File: src/rtl/insn_decode_2lvl.sv
module insn_decode_2lvl #(
  parameter int OPW = 6
) (
  input  logic           clk,
  input  logic           rst,
  input  logic           in_valid,
  input  logic [31:0]    in_insn,
  output logic           out_valid,
  output logic [OPW-1:0] out_op,
  output logic           out_illegal,
  output logic [31:0]    out_insn,
  output logic           out_gpr_deps
);

  localparam logic [OPW-1:0] OP_ILL    = 0;
  localparam logic [OPW-1:0] OP_NOP    = 1;
  localparam logic [OPW-1:0] OP_ADDI   = 2;
  localparam logic [OPW-1:0] OP_ADDIS  = 3;
  localparam logic [OPW-1:0] OP_ORI    = 4;
  localparam logic [OPW-1:0] OP_BR     = 5;
  localparam logic [OPW-1:0] OP_BCOND  = 6;
  localparam logic [OPW-1:0] OP_BCREG  = 7;
  localparam logic [OPW-1:0] OP_CRFLD  = 8;
  localparam logic [OPW-1:0] OP_SYNC   = 9;
  localparam logic [OPW-1:0] OP_ROTL0  = 10;
  localparam logic [OPW-1:0] OP_ROTR0  = 11;
  localparam logic [OPW-1:0] OP_ROTC   = 12;
  localparam logic [OPW-1:0] OP_ROTINS = 13;
  localparam logic [OPW-1:0] OP_ROTREG = 14;
  localparam logic [OPW-1:0] OP_ADD    = 15;
  localparam logic [OPW-1:0] OP_OR     = 16;
  localparam logic [OPW-1:0] OP_AND    = 17;
  localparam logic [OPW-1:0] OP_MFCOND = 18;
  localparam logic [OPW-1:0] OP_MTCOND = 19;
  localparam logic [OPW-1:0] OP_MFSPEC = 20;
  localparam logic [OPW-1:0] OP_MTSPEC = 21;
  localparam logic [OPW-1:0] OP_TRAP   = 22;
  localparam logic [OPW-1:0] OP_LOAD   = 23;
  localparam logic [OPW-1:0] OP_STORE  = 24;

  localparam int MINW = 10;
  localparam int MINN = 1 << MINW;
  localparam logic [31:0] NOP_WORD = 32'h6000_0000;

  // Legality bitmap for the sparse major-19 space
  function automatic logic [MINN-1:0] build_legal19();
    logic [MINN-1:0] m;
    m = '0;
    for (int i = 0; i < MINN; i++) begin
      case (i)
        0, 16, 33, 129, 150, 193, 225, 257,
        289, 417, 449, 528, 560: m[i] = 1'b1;
        default:                 m[i] = 1'b0;
      endcase
    end
    return m;
  endfunction

  localparam logic [MINN-1:0] LEGAL19 = build_legal19();

  logic [5:0]      major;
  logic [MINW-1:0] minor;
  logic [2:0]      col19;
  logic [2:0]      idx30;
  logic [OPW-1:0]  op19, op30, op31, op_main, op_next;
  logic            deps_next;

  assign major = in_insn[31:26];
  assign minor = in_insn[10:1];
  assign col19 = {in_insn[5], in_insn[3], in_insn[2]};
  assign idx30 = in_insn[4:2];

  // Major-19 column table
  always_comb begin
    case (col19)
      3'd0:    op19 = OP_CRFLD;
      3'd4:    op19 = OP_BCREG;
      3'd7:    op19 = OP_SYNC;
      default: op19 = OP_ILL;
    endcase
    if (!LEGAL19[minor]) op19 = OP_ILL;
  end

  // Major-30 rotate table, bit 1 left to execute
  always_comb begin
    case (idx30)
      3'd0:    op30 = OP_ROTL0;
      3'd1:    op30 = OP_ROTR0;
      3'd2:    op30 = OP_ROTC;
      3'd3:    op30 = OP_ROTINS;
      3'd4:    op30 = OP_ROTREG;
      default: op30 = OP_ILL;
    endcase
  end

  // Major-31 table indexed by the raw minor field
  always_comb begin
    case (minor)
      10'd266: op31 = OP_ADD;
      10'd444: op31 = OP_OR;
      10'd28:  op31 = OP_AND;
      10'd19:  op31 = OP_MFCOND;
      10'd144: op31 = OP_MTCOND;
      10'd339: op31 = OP_MFSPEC;
      10'd467: op31 = OP_MTSPEC;
      10'd4:   op31 = OP_TRAP;
      default: op31 = OP_ILL;
    endcase
  end

  // First level
  always_comb begin
    case (major)
      6'd14:   op_main = OP_ADDI;
      6'd15:   op_main = OP_ADDIS;
      6'd16:   op_main = OP_BCOND;
      6'd18:   op_main = OP_BR;
      6'd19:   op_main = op19;
      6'd24:   op_main = (in_insn == NOP_WORD) ? OP_NOP : OP_ORI;
      6'd30:   op_main = op30;
      6'd31:   op_main = op31;
      6'd32:   op_main = OP_LOAD;
      6'd36:   op_main = OP_STORE;
      default: op_main = OP_ILL;
    endcase
  end

  assign op_next = op_main;


  always_comb begin
    case (op_next)
      OP_ILL, OP_NOP, OP_BR, OP_BCOND, OP_BCREG, OP_CRFLD, OP_SYNC: deps_next = 1'b0;
      default: deps_next = 1'b1;
    endcase
  end

  always_ff @(posedge clk) begin
    if (rst) begin
      out_valid    <= 1'b0;
      out_op       <= OP_NOP;
      out_illegal  <= 1'b0;
      out_insn     <= '0;
      out_gpr_deps <= 1'b0;
    end else begin
      out_valid <= in_valid;
      if (in_valid) begin
        out_op       <= op_next;
        out_illegal  <= (op_next == OP_ILL);
        out_insn     <= in_insn;
        out_gpr_deps <= deps_next;
      end
    end
  end

endmodule

File: config.mk
export PLATFORM = sky130hd
export DESIGN_NAME = insn_decode_2lvl
export DESIGN_NICKNAME = d
export VERILOG_FILES = /design/src/rtl/insn_decode_2lvl.sv
export SDC_FILE = /design/constraint.sdc
export NUM_CORES = 1
export LEC_CHECK = 0
export ABC_AREA = 1
export BUFFER_PORTS_ARGS = -buffer_cell sky130_fd_sc_hd__buf_2
export CAP_MARGIN = 10
export CORE_AREA = 4 4 77 79
export CTS_CLUSTER_SIZE = 30
export DETAILED_ROUTE_END_ITERATION = 10
export DIE_AREA = 0 0 81 83
export PLACE_DENSITY = 0.66
export SYNTH_ARGS = -nofsm -noshare
export SYNTH_HDL_FRONTEND = slang
export SYNTH_SLANG_ARGS = --single-unit
File: constraint.sdc
create_clock -name clk -period 2.25 [get_ports clk]
set_input_delay 0.225 -clock clk [delete_from_list [all_inputs] [get_ports clk]]
set_output_delay 0.225 -clock clk [all_outputs]
set_load 0.01 [all_outputs]
Yosys cells after proc, flatten, opt, wreduce, memory -nomap -nowiden
Memories as Yosys holds them, arrays and structs flattened.
Index checks and enable logic that the tools add are counted.
{"block": "word_totals", "romBits": 1024, "regBits": 41, "in_bits": 35, "memories": 1}
{"block": "op_classes", "magnitude_cmp": 1, "reduce_logical": 4, "n_eq_ne": 31, "muxes": 8}
{"name": "(no name shown)", "depth": 1024, "width": 1, "read_ports": 1, "rd_ports_with_merged_regs": 0, "write_ports": 0, "line": "81", "rtl": "if (!LEGAL19[minor]) op19 = OP_ILL;"}
{"cell": "case mux 6 bit (10 select lines)", "n": 1}
{"cell": "equality test 10 x 9 -> 1 bit (second input constant)", "n": 4}
{"cell": "case mux 5 bit (8 select lines)", "n": 1}
{"cell": "equality test 6 x 5 -> 1 bit (second input constant)", "n": 6}
{"cell": "equality test 32 x 31 -> 1 bit (second input constant)", "n": 1}
{"cell": "equality test 6 x 4 -> 1 bit (second input constant)", "n": 4}
{"cell": "equality test 10 x 5 -> 1 bit (second input constant)", "n": 2}
{"cell": "case mux 4 bit (5 select lines)", "n": 1}
{"cell": "equality test 6 x 3 -> 1 bit (second input constant)", "n": 3}
{"cell": "equality test 6 bit (second input constant)", "n": 2}
{"cell": "case mux 4 bit (3 select lines)", "n": 1}
{"cell": "less-than comparator 10 x 11 -> 1 bit (second input constant)", "n": 1}
{"cell": "equality test 10 x 3 -> 1 bit (second input constant)", "n": 1}
{"cell": "equality test 10 x 8 -> 1 bit (second input constant)", "n": 1}
{"cell": "equality test 3 bit (second input constant)", "n": 3}
{"cell": "OR reduction 7 bit", "n": 1}
{"cell": "equality test 3 x 2 -> 1 bit (second input constant)", "n": 2}
{"cell": "equality test 6 x 1 -> 1 bit (second input constant)", "n": 1}
{"cell": "zero test 3 bit", "n": 2}
{"cell": "zero test 6 bit", "n": 1}
{"cell": "2-to-1 mux 6 bit", "n": 1}
{"cell": "equality test 3 x 1 -> 1 bit (second input constant)", "n": 1}
{"cell": "2-to-1 mux 3 bit", "n": 1}
{"cell": "2-to-1 mux 1 bit", "n": 2}

Longest topological paths before layout
Gate-level depths: netlist of run 1.
{"block": "logic_depth", "ltp_word": 7, "depth_mapped": 16}

Least setup slack after synthesis of run 1
Ideal clock, no wire load.
{"block": "synth_timing", "path_kind": "input to register", "start": "input in_insn[27]", "end": "register out_gpr_deps", "setup_slack_ns": 0.823, "stages": 14, "path_buffers": 1, "arrival_time_ns": 1.361, "path_cell_list": "buf_6 -> nor2_2 -> nand2_1 -> nor2_1 -> nand2_1 -> o21ai_0 -> nor2_1 -> nand2_1 -> nor2_2 -> nand3_1 -> nor2_1 -> a21oi_1 -> nand2_1 -> a21oi_2"}
{"block": "synth_between", "elab_chain_len": 6}
{"item": "from (decl)", "line": "7", "rtl": "input logic [31:0] in_insn,"}
{"item": "equality test 32 x 31 -> 1 bit", "line": "119", "rtl": "6'd24: op_main = (in_insn == NOP_WORD) ? OP_NOP : OP_ORI;"}
{"item": "2-to-1 mux 3 bit", "line": "119"}
{"item": "case mux 6 bit (10 select lines) *", "line": "113", "rtl": "case (major)"}
{"item": "equality test 6 x 1 -> 1 bit, or another cell as far along", "line": "132", "rtl": "case (op_next)"}
{"item": "OR reduction 7 bit *", "line": "132"}
{"item": "2-to-1 mux 1 bit *", "line": "132"}
{"item": "to (signal assigned)", "line": "151", "rtl": "out_gpr_deps <= deps_next;"}
{"item": "to (decl)", "line": "12", "rtl": "output logic out_gpr_deps"}
Mark *: on every way between the ends. The rest lies on a longest branch, timed or not.
A chain may end at the register's enable or synchronous reset.

Worst setup path after layout of run 1
{"block": "layout_timing", "start": "input in_insn[6]", "end": "register out_gpr_deps"}
{"block": "layout_between", "elab_chain_len": 7}
{"item": "memory read (1024 x 1 bit)"}
{"item": "2-to-1 mux 1 bit (implied by the code)", "line": "81"}
{"item": "2-to-1 mux 6 bit", "line": "81"}
{"item": "case mux 6 bit (10 select lines) *", "line": "113"}
{"item": "equality test 6 x 1 -> 1 bit, or another cell as far along", "line": "132"}
{"item": "OR reduction 7 bit *", "line": "132"}
{"item": "2-to-1 mux 1 bit *", "line": "132"}
Mark *: on every way between the ends. The rest lies on a longest branch, timed or not. The select of a mux whose other input is x is not followed.

==> results of run 1 <==
## routing by layer
layer,vias up,track usage [%],routed length [um]
li1,1328,-,-
met1,1169,29.11,3113
met2,76,32.94,3085
met3,14,4.338,433
met4,0,7.066,123
met5,-,0,0
## cells in the final DEF (no fill, tap or decap)
cell / count
clkbuf_8: 5
o21ai_1: 1
nand3_2: 4
clkinv_1: 1
nor2b_1: 1
nand3_1: 25
o211ai_1: 3
o22ai_1: 1
a21oi_2: 2
dfxtp_1: 40
inv_1: 27
xor2_1: 1
nand2_1: 60
a21boi_0: 1
nand4_1: 12
o21ai_0: 37
bufinv_16: 2
nor2_2: 11
a21oi_1: 24
conb_1: 1
nor3_2: 1
nor2_1: 70
inv_2: 12
buf_4: 2
buf_2: 74
nand2_2: 4
nand3b_1: 1
nor2_4: 1
nor3_1: 9
## cell type report
type	instances	area [um2]
Tap cell	72	90.09
Inverter	40	150.1
Clock inverter	2	60.06
Multi-Input combinational cell	270	1279
Fill cell	591	2504
Sequential cell	40	800.8
Clock buffer	5	68.82
Timing Repair Buffer	76	385.4
## cells by family after synthesis
family / Yosys count / share of synthesized area, %
AND/OR/NAND/NOR: 199 / 39.40
AO/OA/AOI/OAI: 69 / 15.90
buffers and inverters: 53 / 9.180
flip-flops: 40 / 34.97
XOR/XNOR: 1 / 0.3826
other: 1 / 0.1638
## stage by stage
stage / power [mW] / cells / hold WS (ps) / setup slack (ps) / cell area, um2
floorplan: 0.9739 / 363 / 287.4 / 822.9 / 2290
global placement: 1.110 / 498 / 449.4 / 446.9 / 2705
detailed placement: 1.112 / 498 / 454.9 / 435.5 / 2705
CTS: 1.790 / 505 / 146.5 / 737.0 / 2834
global route: 1.864 / 505 / 155.1 / 544.5 / 2834
finish: 1.780 / 505 / 151.9 / 730.8 / 2834
## power by group through the flow
stage	clock network [mW]	registers (mW)	logic [mW]
final	0.684	0.778	0.318
after global routing	0.721	0.784	0.360
after CTS	0.692	0.778	0.320
after detailed placement	0	0.793	0.319
after global placement	0	0.793	0.318
after floorplan	0	0.817	0.157
## sequential cells by signal (all words and copies together) (netlist names)
| signal | cells |
|---|---|
| out_insn | 32 |
| out_valid | 1 |
| out_illegal | 1 |
| out_op | 5 |
| out_gpr_deps | 1 |
## worst max-delay path, stage by stage
cell and delay [ps]:
buf_2 100, inv_1 200, nand2_1 100, nor2_2 190, inv_2 60, nor3_1 220
nand2_1 70, nand2_1 80, nor2_1 50, nand3_2 90, nor2_1 60, a21oi_1 120
nand2_1 70, a21oi_2 100
## how the worst max path moves through the flow
stage / endpoint / slack, ps / start / depth (start not counted)
global placement: out_illegal$_SDFFE_PP0P_ / 450 / in_insn[2] / 12
CTS: out_gpr_deps$_SDFFE_PP0P_ / 740 / in_insn[6] / 14
finish: out_gpr_deps$_SDFFE_PP0P_ / 730 / in_insn[6] / 14
global route: out_gpr_deps$_SDFFE_PP0P_ / 540 / in_insn[6] / 16
detailed placement: out_gpr_deps$_SDFFE_PP0P_ / 440 / in_insn[6] / 14
floorplan: out_gpr_deps$_SDFFE_PP0P_ / 820 / in_insn[27] / 14
==> metrics, run 1 <==
relative slew slack=66.96%; share of synthesized registers carrying an async set or reset=0%; sequential cell area fraction in the yosys report=34.97%; top-level port count=76; site row count=27; antenna-violating nets left=0; hold buffer count at CTS=0; clock latency on the worst-skew pair=280 ps; Post CTS Setup Buffer Count=0; Inserted Diodes=0; Reg power frac=43.7%; Sw Share=26.78%; grt ovf=0; leak pwr=1.415 nW; Layout Skew=0 ps; pin count of the biggest net entering global routing=39; final core occ=53.09%; Synth Instances=363; initial antenna violation count=0; Crit path required time=2470 ps; min cycle time layout=1519 ps; WHS Endpoint=out_gpr_deps$_SDFFE_PP0P_; critical path type=in -> reg; endpoints failing setup=0; worst reg2reg startpoint=out_insn[6]$_SDFFE_PP0P_; CTS buffer count=5; register-to-register setup slack=1580 ps; CTS sink count=40; Total Routed Length=6.755 mm; final count of hold timing violations=0; R2R depth=2; via count=2587; Max Root-Sink Buffers=2; chip width=81 um; area grow syn2layout=23.77%; wire length of the first global-routing pass=11.57 mm; unrepaired setup endpoints after global routing=false; Yosys warning count=0; hold path startpoint=rst; Core Area=5338 um2; combinational power share=17.9%; FF+latch count, synth=40; EDFF count, synth=0; WHS Path Cells=2; drt pass-1 iters=4; Die Ht=83 um; area of the die=6723 um2; area leader, netlist=dfxtp_1; Power Density=628.1 nW/um2; Worst-path clk slew=70 ps; Max Slew Vio Count=0; starting DRC count in detailed routing=241; main flop type after synthesis=dfxtp_1; Critical Path AT=1740 ps; max-cap violations=0; Worst-Margin Slew=492.5 ps; CP startpoint kind=input pin; Cell variety after synth=29; DP HPWL=5.303 mm; count leader, synth=nor2_1; Root Buffer=clkbuf_8; PortBufs=74; FF-to-FF End=out_insn[6]$_SDFFE_PP0P_; number of global-route vias before repair=2500; Initial Util=42.90%; CP max FO=8; Total GRT Usage=21.25%; Max Clk Rate=658.2 MHz; nets=468; H-tree depth=2; Crit. End Element=flop; fraction of layout cells with a size suffix above 1=27.25%; Vias/cell=5.123; Psw=0.4767 mW; Synthesized Nets=398; worst IR drop on VDD=0.5268 mV; Int Power=1.303 mW; run status=finished, final reports clean; Hold Path Class=in -> reg; clock share of power=38.4%; WL/cell=13.38 um; DRC Markers=0; RD Place Congestion=0.9554; Synth top area share=34.97%; sum of negative setup slack=0 ps; post_cts resized=0; TritonCTS clock tree=yes; Tcrit/Tclk final=67.52%; top post-synthesis cells by area=dfxtp_1 35%, nor2_1 11%, nand2_1 9.8%; Syn Std Cell Area=2290 um2; Post-Syn Area per Cell=6.308 um2; top cells by count, synth=70 x nor2_1, 60 x nand2_1, 40 x dfxtp_1, 37 x o21ai_0, 27 x inv_1
Note: power is estimated with default switching activity, not from simulation.
==> run 2: changes to the inputs <==
--- a/config.mk
+++ b/config.mk
@@ -12,7 +12,7 @@
 export CTS_CLUSTER_SIZE = 30
 export DETAILED_ROUTE_END_ITERATION = 10
 export DIE_AREA = 0 0 81 83
-export PLACE_DENSITY = 0.66
+export PLACE_DENSITY = 0.69
 export SYNTH_ARGS = -nofsm -noshare
 export SYNTH_HDL_FRONTEND = slang
 export SYNTH_SLANG_ARGS = --single-unit
==> constraint.sdc (replaced) <==
create_clock -name clk -period 1.39 [get_ports clk]
set_input_delay 0.139 -clock clk [delete_from_list [all_inputs] [get_ports clk]]
set_output_delay 0.139 -clock clk [all_outputs]
set_load 0.01 [all_outputs]
==> metrics, run 2 (synthesis gave the netlist of run 1 again) <==
run status=finished, final reports clean; area grow syn2layout=48.31%; Design Power=2.755 mW; area of the die=6723 um2; TritonCTS clock tree=yes; unrepaired setup endpoints after global routing=true; Crit. End Element=flop; Setup crit end=out_gpr_deps$_SDFFE_PP0P_; endpoints failing setup=0; Layout fillers=503; RD Place Congestion=0.9902; Initial Util=42.90%; clock latency on the worst-skew pair=290 ps; Tcrit/Tclk final=98.26%; starting DRC count in detailed routing=181; Total Routed Length=7.496 mm; Hold Path Class=in -> reg; WL/cell=13.36 um; critical path launch point=in_insn[6]; H-tree depth=2; fraction of layout cells with a size suffix above 1=40.08%; Inserted Diodes=0; top-level port count=76; Vias/cell=4.979; nets=523; FF-to-FF End=out_op[3]$_SDFFE_PP0P_; final count of hold timing violations=0; CTS buffer count=5; Critical Path AT=1560 ps; biggest regs=out_insn x32, out_op x5; most frequent cells in the layout=70 x buf_2, 65 x nor2_1, 55 x nand2_1, 54 x buf_4, 40 x dfxtp_1; site row count=27; max reg flops=32; Core Area=5338 um2; delay of the slowest critical-path stage=190 ps; CTS sink count=40; via count=2793; Layout Skew=0 ps; R2R depth=4; Buf/Inv on CP=4; max-cap violations=0; Most common cell on crit path=nand2_1; sum of negative setup slack=0 ps; hold buffer count at CTS=0; Total GRT Usage=22.20%; CP max-delay cell=clkinvlp_4; Max Slew Vio Count=0; CP top delay family=simple AND/OR/NAND/NOR gates; register-to-register setup slack=720 ps; pin count of the biggest net entering global routing=46; Max Clk Rate=732.1 MHz; crit path cell chain=buf_8 > clkinvlp_4 > buf_6 > nand3_1 > nand2_1 > inv_1 > nand2_1 > nand3_2 > nand2_4 > nand3_2 > nand2_4 > nor2_4 > nand2_1 > nand2_1 > nand2_1 > nand2_1 > a21oi_2; grt ovf=0; final core occ=63.62%; initial antenna violation count=0; PortBufs=74; min cycle time layout=1366 ps; Biggest register=out_insn; Die Ht=83 um; Crit path required time=1590 ps; commonest non-fill, non-tap cell in the layout=buf_2; Power Density=811.3 nW/um2; CP startpoint kind=input pin; placed insts=550; Max Root-Sink Buffers=2; antenna-violating nets left=0; worst IR drop on VDD=0.6923 mV; leak pwr=1.697 nW; fin cells=561; number of global-route vias before repair=2750; wire length of the first global-routing pass=12.10 mm; DP HPWL=5.612 mm; chip width=81 um; critical path type=in -> reg; Worst-path clk slew=80 ps; Root Buffer=clkbuf_8; DRC Markers=0; worst reg2reg startpoint=out_op[3]$_SDFFE_PP0P_; drt pass-1 iters=4; Levels on crit path=17; CP max FO=7
[run 2: timing repair]
| item | 4_1_cts | 5_1_grt |
|---|---|---|
| gates resized for setup | 0 | 47 |
| setup endpoints to repair | 0 | 6 |
| endpoints found under the hold margin | 0 | 0 |
| buffers inserted | 0 | 3 |
[run 2: power breakdown]
part | internal [mW] | total [mW] | switching [mW]
registers | 1.22 | 1.26 | 0.0356
logic | 0.290 | 0.681 | 0.391
clock network | 0.397 | 0.814 | 0.418
total | 1.91 | 2.76 | 0.845
[run 2: stage by stage]
step	setup WS (ps)	cell area [um2]	hold slack [ps]
after detailed placement	-284.3	3108	365.5
final	24.12	3396	54.52
after floorplan	48.93	2290	201.4
after global placement	-311.5	3108	366.9
after global routing	-89.73	3396	54.08
after CTS	21.06	3201	54.59
[run 2: final cells by class]
type                       instances  area, um2  area share (%)
clock buffer                       6      82.58           2.432
clock inverter                     2      10.01          0.2948
inverter                          40      158.9           4.679
multi-input combinational        270       1414           41.64
sequential                        40      800.8           23.58
tap                               72      90.09           2.653
timing repair buffer             131      839.6           24.72
[run 2: how the worst min path moves through the flow]
stage                                      to  start  slack [ps]  cells after the start
detailed placement  out_gpr_deps$_SDFFE_PP0P_    rst         370                      2
CTS                 out_gpr_deps$_SDFFE_PP0P_    rst          50                      2
finish              out_gpr_deps$_SDFFE_PP0P_    rst          50                      2
floorplan           out_gpr_deps$_SDFFE_PP0P_    rst         200                      1
global route        out_gpr_deps$_SDFFE_PP0P_    rst          50                      2
global placement    out_gpr_deps$_SDFFE_PP0P_    rst         370                      2
[run 2: per-layer routing]
metal / vias up / routed length (um) / track usage, %
li1: 1436 / - / -
met1: 1258 / 3199 / 28.03
met2: 85 / 3668 / 36.37
met3: 14 / 473 / 5.315
met4: 0 / 155 / 7.680
met5: - / 0 / 0
==> run 3: changes to the inputs <==
--- a/config.mk
+++ b/config.mk
@@ -8,11 +8,14 @@
 export ABC_AREA = 1
 export BUFFER_PORTS_ARGS = -buffer_cell sky130_fd_sc_hd__buf_2
 export CAP_MARGIN = 10
-export CORE_AREA = 4 4 77 79
+export CELL_PAD_IN_SITES_DETAIL_PLACEMENT = 1
+export CELL_PAD_IN_SITES_GLOBAL_PLACEMENT = 1
+export CORE_AREA = 4 4 91 93
 export CTS_CLUSTER_SIZE = 30
 export DETAILED_ROUTE_END_ITERATION = 10
-export DIE_AREA = 0 0 81 83
-export PLACE_DENSITY = 0.69
+export DIE_AREA = 0 0 95 97
+export PLACE_DENSITY = 0.72
+export RECOVER_POWER = 25
 export SYNTH_ARGS = -nofsm -noshare
 export SYNTH_HDL_FRONTEND = slang
 export SYNTH_SLANG_ARGS = --single-unit
==> metrics, run 3 (synthesis gave the netlist of run 1 again) <==
Max Slew Vio Count=0; Critical Path AT=1710 ps; R2R depth=4; RD Place Congestion=0.9077; min cycle time layout=1475 ps; clock latency on the worst-skew pair=290 ps; final count of hold timing violations=0; number of global-route vias before repair=3147; Vias/cell=4.900; crit path cell chain=buf_2 > nor2_4 > nand4_1 > a21oi_1 > nand3_4 > nand2_4 > nor2_4 > nand2_1 > nand2_1 > nand2_1 > nand2_2 > a21oi_2; H-tree depth=2; drt pass-1 iters=5; placed insts=586; area grow syn2layout=59.73%; fin worst setup slack=-85.46 ps; Buf/Inv on CP=1; CTS sink count=40; CP max FO=4; fraction of layout cells with a size suffix above 1=47.49%; biggest regs=out_insn x32, out_op x5; Total Routed Length=9.506 mm; hold buffer count at CTS=0; Worst-path clk slew=80 ps; Layout Skew=0 ps; PortBufs=74; critical path type=in -> reg; Root Buffer=clkbuf_8; most frequent cells in the layout=65 x buf_2, 65 x buf_4, 55 x nor2_1, 50 x nand2_1, 40 x dfxtp_1; register-to-register setup slack=630 ps; CP top delay family=simple AND/OR/NAND/NOR gates; Tcrit/Tclk final=106.1%; Most common cell on crit path=nand2_1; starting DRC count in detailed routing=65; top-level port count=76; Sw Share=31.67%; Core Area=7527 um2; Int Power=1.936 mW; antenna-violating nets left=0; DRC Markers=0; Design Power=2.833 mW; worst IR drop on VDD=0.4484 mV; endpoints failing setup=2; max-cap violations=0; worst reg2reg startpoint=out_op[3]$_SDFFE_PP0P_; CP startpoint kind=input pin; FF-to-FF End=out_op[3]$_SDFFE_PP0P_; Max Root-Sink Buffers=2; Inserted Diodes=0; Biggest register=out_insn; grt ovf=0; Max Clk Rate=677.8 MHz; Crit path required time=1620 ps; Worst-Margin Slew=875.1 ps; WL/cell=15.82 um; Hold Path Class=in -> reg; site row count=32; initial antenna violation count=0; run status=finished with violations; nets=533; Reg power frac=44.5%; via count=2945; CP max-delay cell=a21oi_1; chip width=95 um; pin count of the biggest net entering global routing=51; clock share of power=29.2%; delay of the slowest critical-path stage=290 ps; hold_ws=59.29 ps; failing checks=negative setup slack; CTS buffer count=5; wire length of the first global-routing pass=14.59 mm; max reg flops=32; Setup crit end=out_gpr_deps$_SDFFE_PP0P_; leak pwr=1.768 nW; Levels on crit path=12; critical path launch point=in_insn[28]; relative slew slack=41.66%; Psw=0.8974 mW; Initial Util=30.42%; fin cells=601; Die Ht=97 um; Layout fillers=1048; Total GRT Usage=19.66%; combinational power share=26.3%; Crit. End Element=flop; Power Density=774.7 nW/um2; Setup WS pre-CTS=-361.3 ps; TritonCTS clock tree=yes; sum of negative setup slack=-143.3 ps; unrepaired setup endpoints after global routing=true; area of the die=9215 um2; DP HPWL=6.947 mm
run 3: cell count changes in the layout (fill, tap and decap cells not counted), sizes merged:
| cell | change |
|---|---|
| clkinvlp | -1 |
| clkbuf | +1 |
| inv | +1 |
| buf | +9 |
run 3: how the worst min path moves through the flow:
stage / cells past startpoint / start / end / slack, ps
2_1_floorplan: 1 / rst / out_gpr_deps$_SDFFE_PP0P_ / 200
3_3_place_gp: 2 / rst / out_gpr_deps$_SDFFE_PP0P_ / 370
3_5_place_dp: 2 / rst / out_gpr_deps$_SDFFE_PP0P_ / 370
4_1_cts: 2 / rst / out_gpr_deps$_SDFFE_PP0P_ / 50
5_1_grt: 2 / rst / out_gpr_deps$_SDFFE_PP0P_ / 60
6_report: 2 / rst / out_gpr_deps$_SDFFE_PP0P_ / 60
run 3: stage by stage:
| stage | instance area, um2 | util (%) |
|---|---|---|
| 2_1_floorplan | 2290 | - |
| 3_3_place_gp | 3203 | 42.55 |
| 3_5_place_dp | 3203 | 42.55 |
| 4_1_cts | 3308 | 43.95 |
| 5_1_grt | 3657 | 48.59 |
| 6_report | 3657 | 48.59 |
run 3: metal layers:
metal  global-route usage [%]  vias up  share of wire (%)
met5                        0        -                  0
li1                         -     1449                  -
met2                    34.82       64                 52
met1                    23.03     1413                 42
met4                    6.881        0                2.3
met3                    3.966       19                4.3
run 3: timing repair:
action	4_1_cts	5_1_grt
setup buffers	0	7
endpoints found under the setup margin	1	6
gates resized for setup	3	97
pin swaps	0	49
gates cloned	0	0
run 3: power by group through the flow:
stage / registers, mW / logic (mW) / clock network (mW)
after floorplan: 1.32 / 0.254 / 0
after global placement: 1.28 / 0.641 / 0
after detailed placement: 1.29 / 0.656 / 0
after CTS: 1.26 / 0.665 / 0.847
after global routing: 1.27 / 0.817 / 0.898
final: 1.26 / 0.746 / 0.826
run 3: final cells by class:
cell class              instances  area [um2]  area share [%]
multi-input cells             270        1523           41.64
clock buffers                   6       82.58           2.258
clock inverters                 2       10.01          0.2737
well taps                     102       127.6           3.490
inverters                      40       172.7           4.721
flip-flops and latches         40       800.8           21.90
repair buffers                141       940.9           25.73
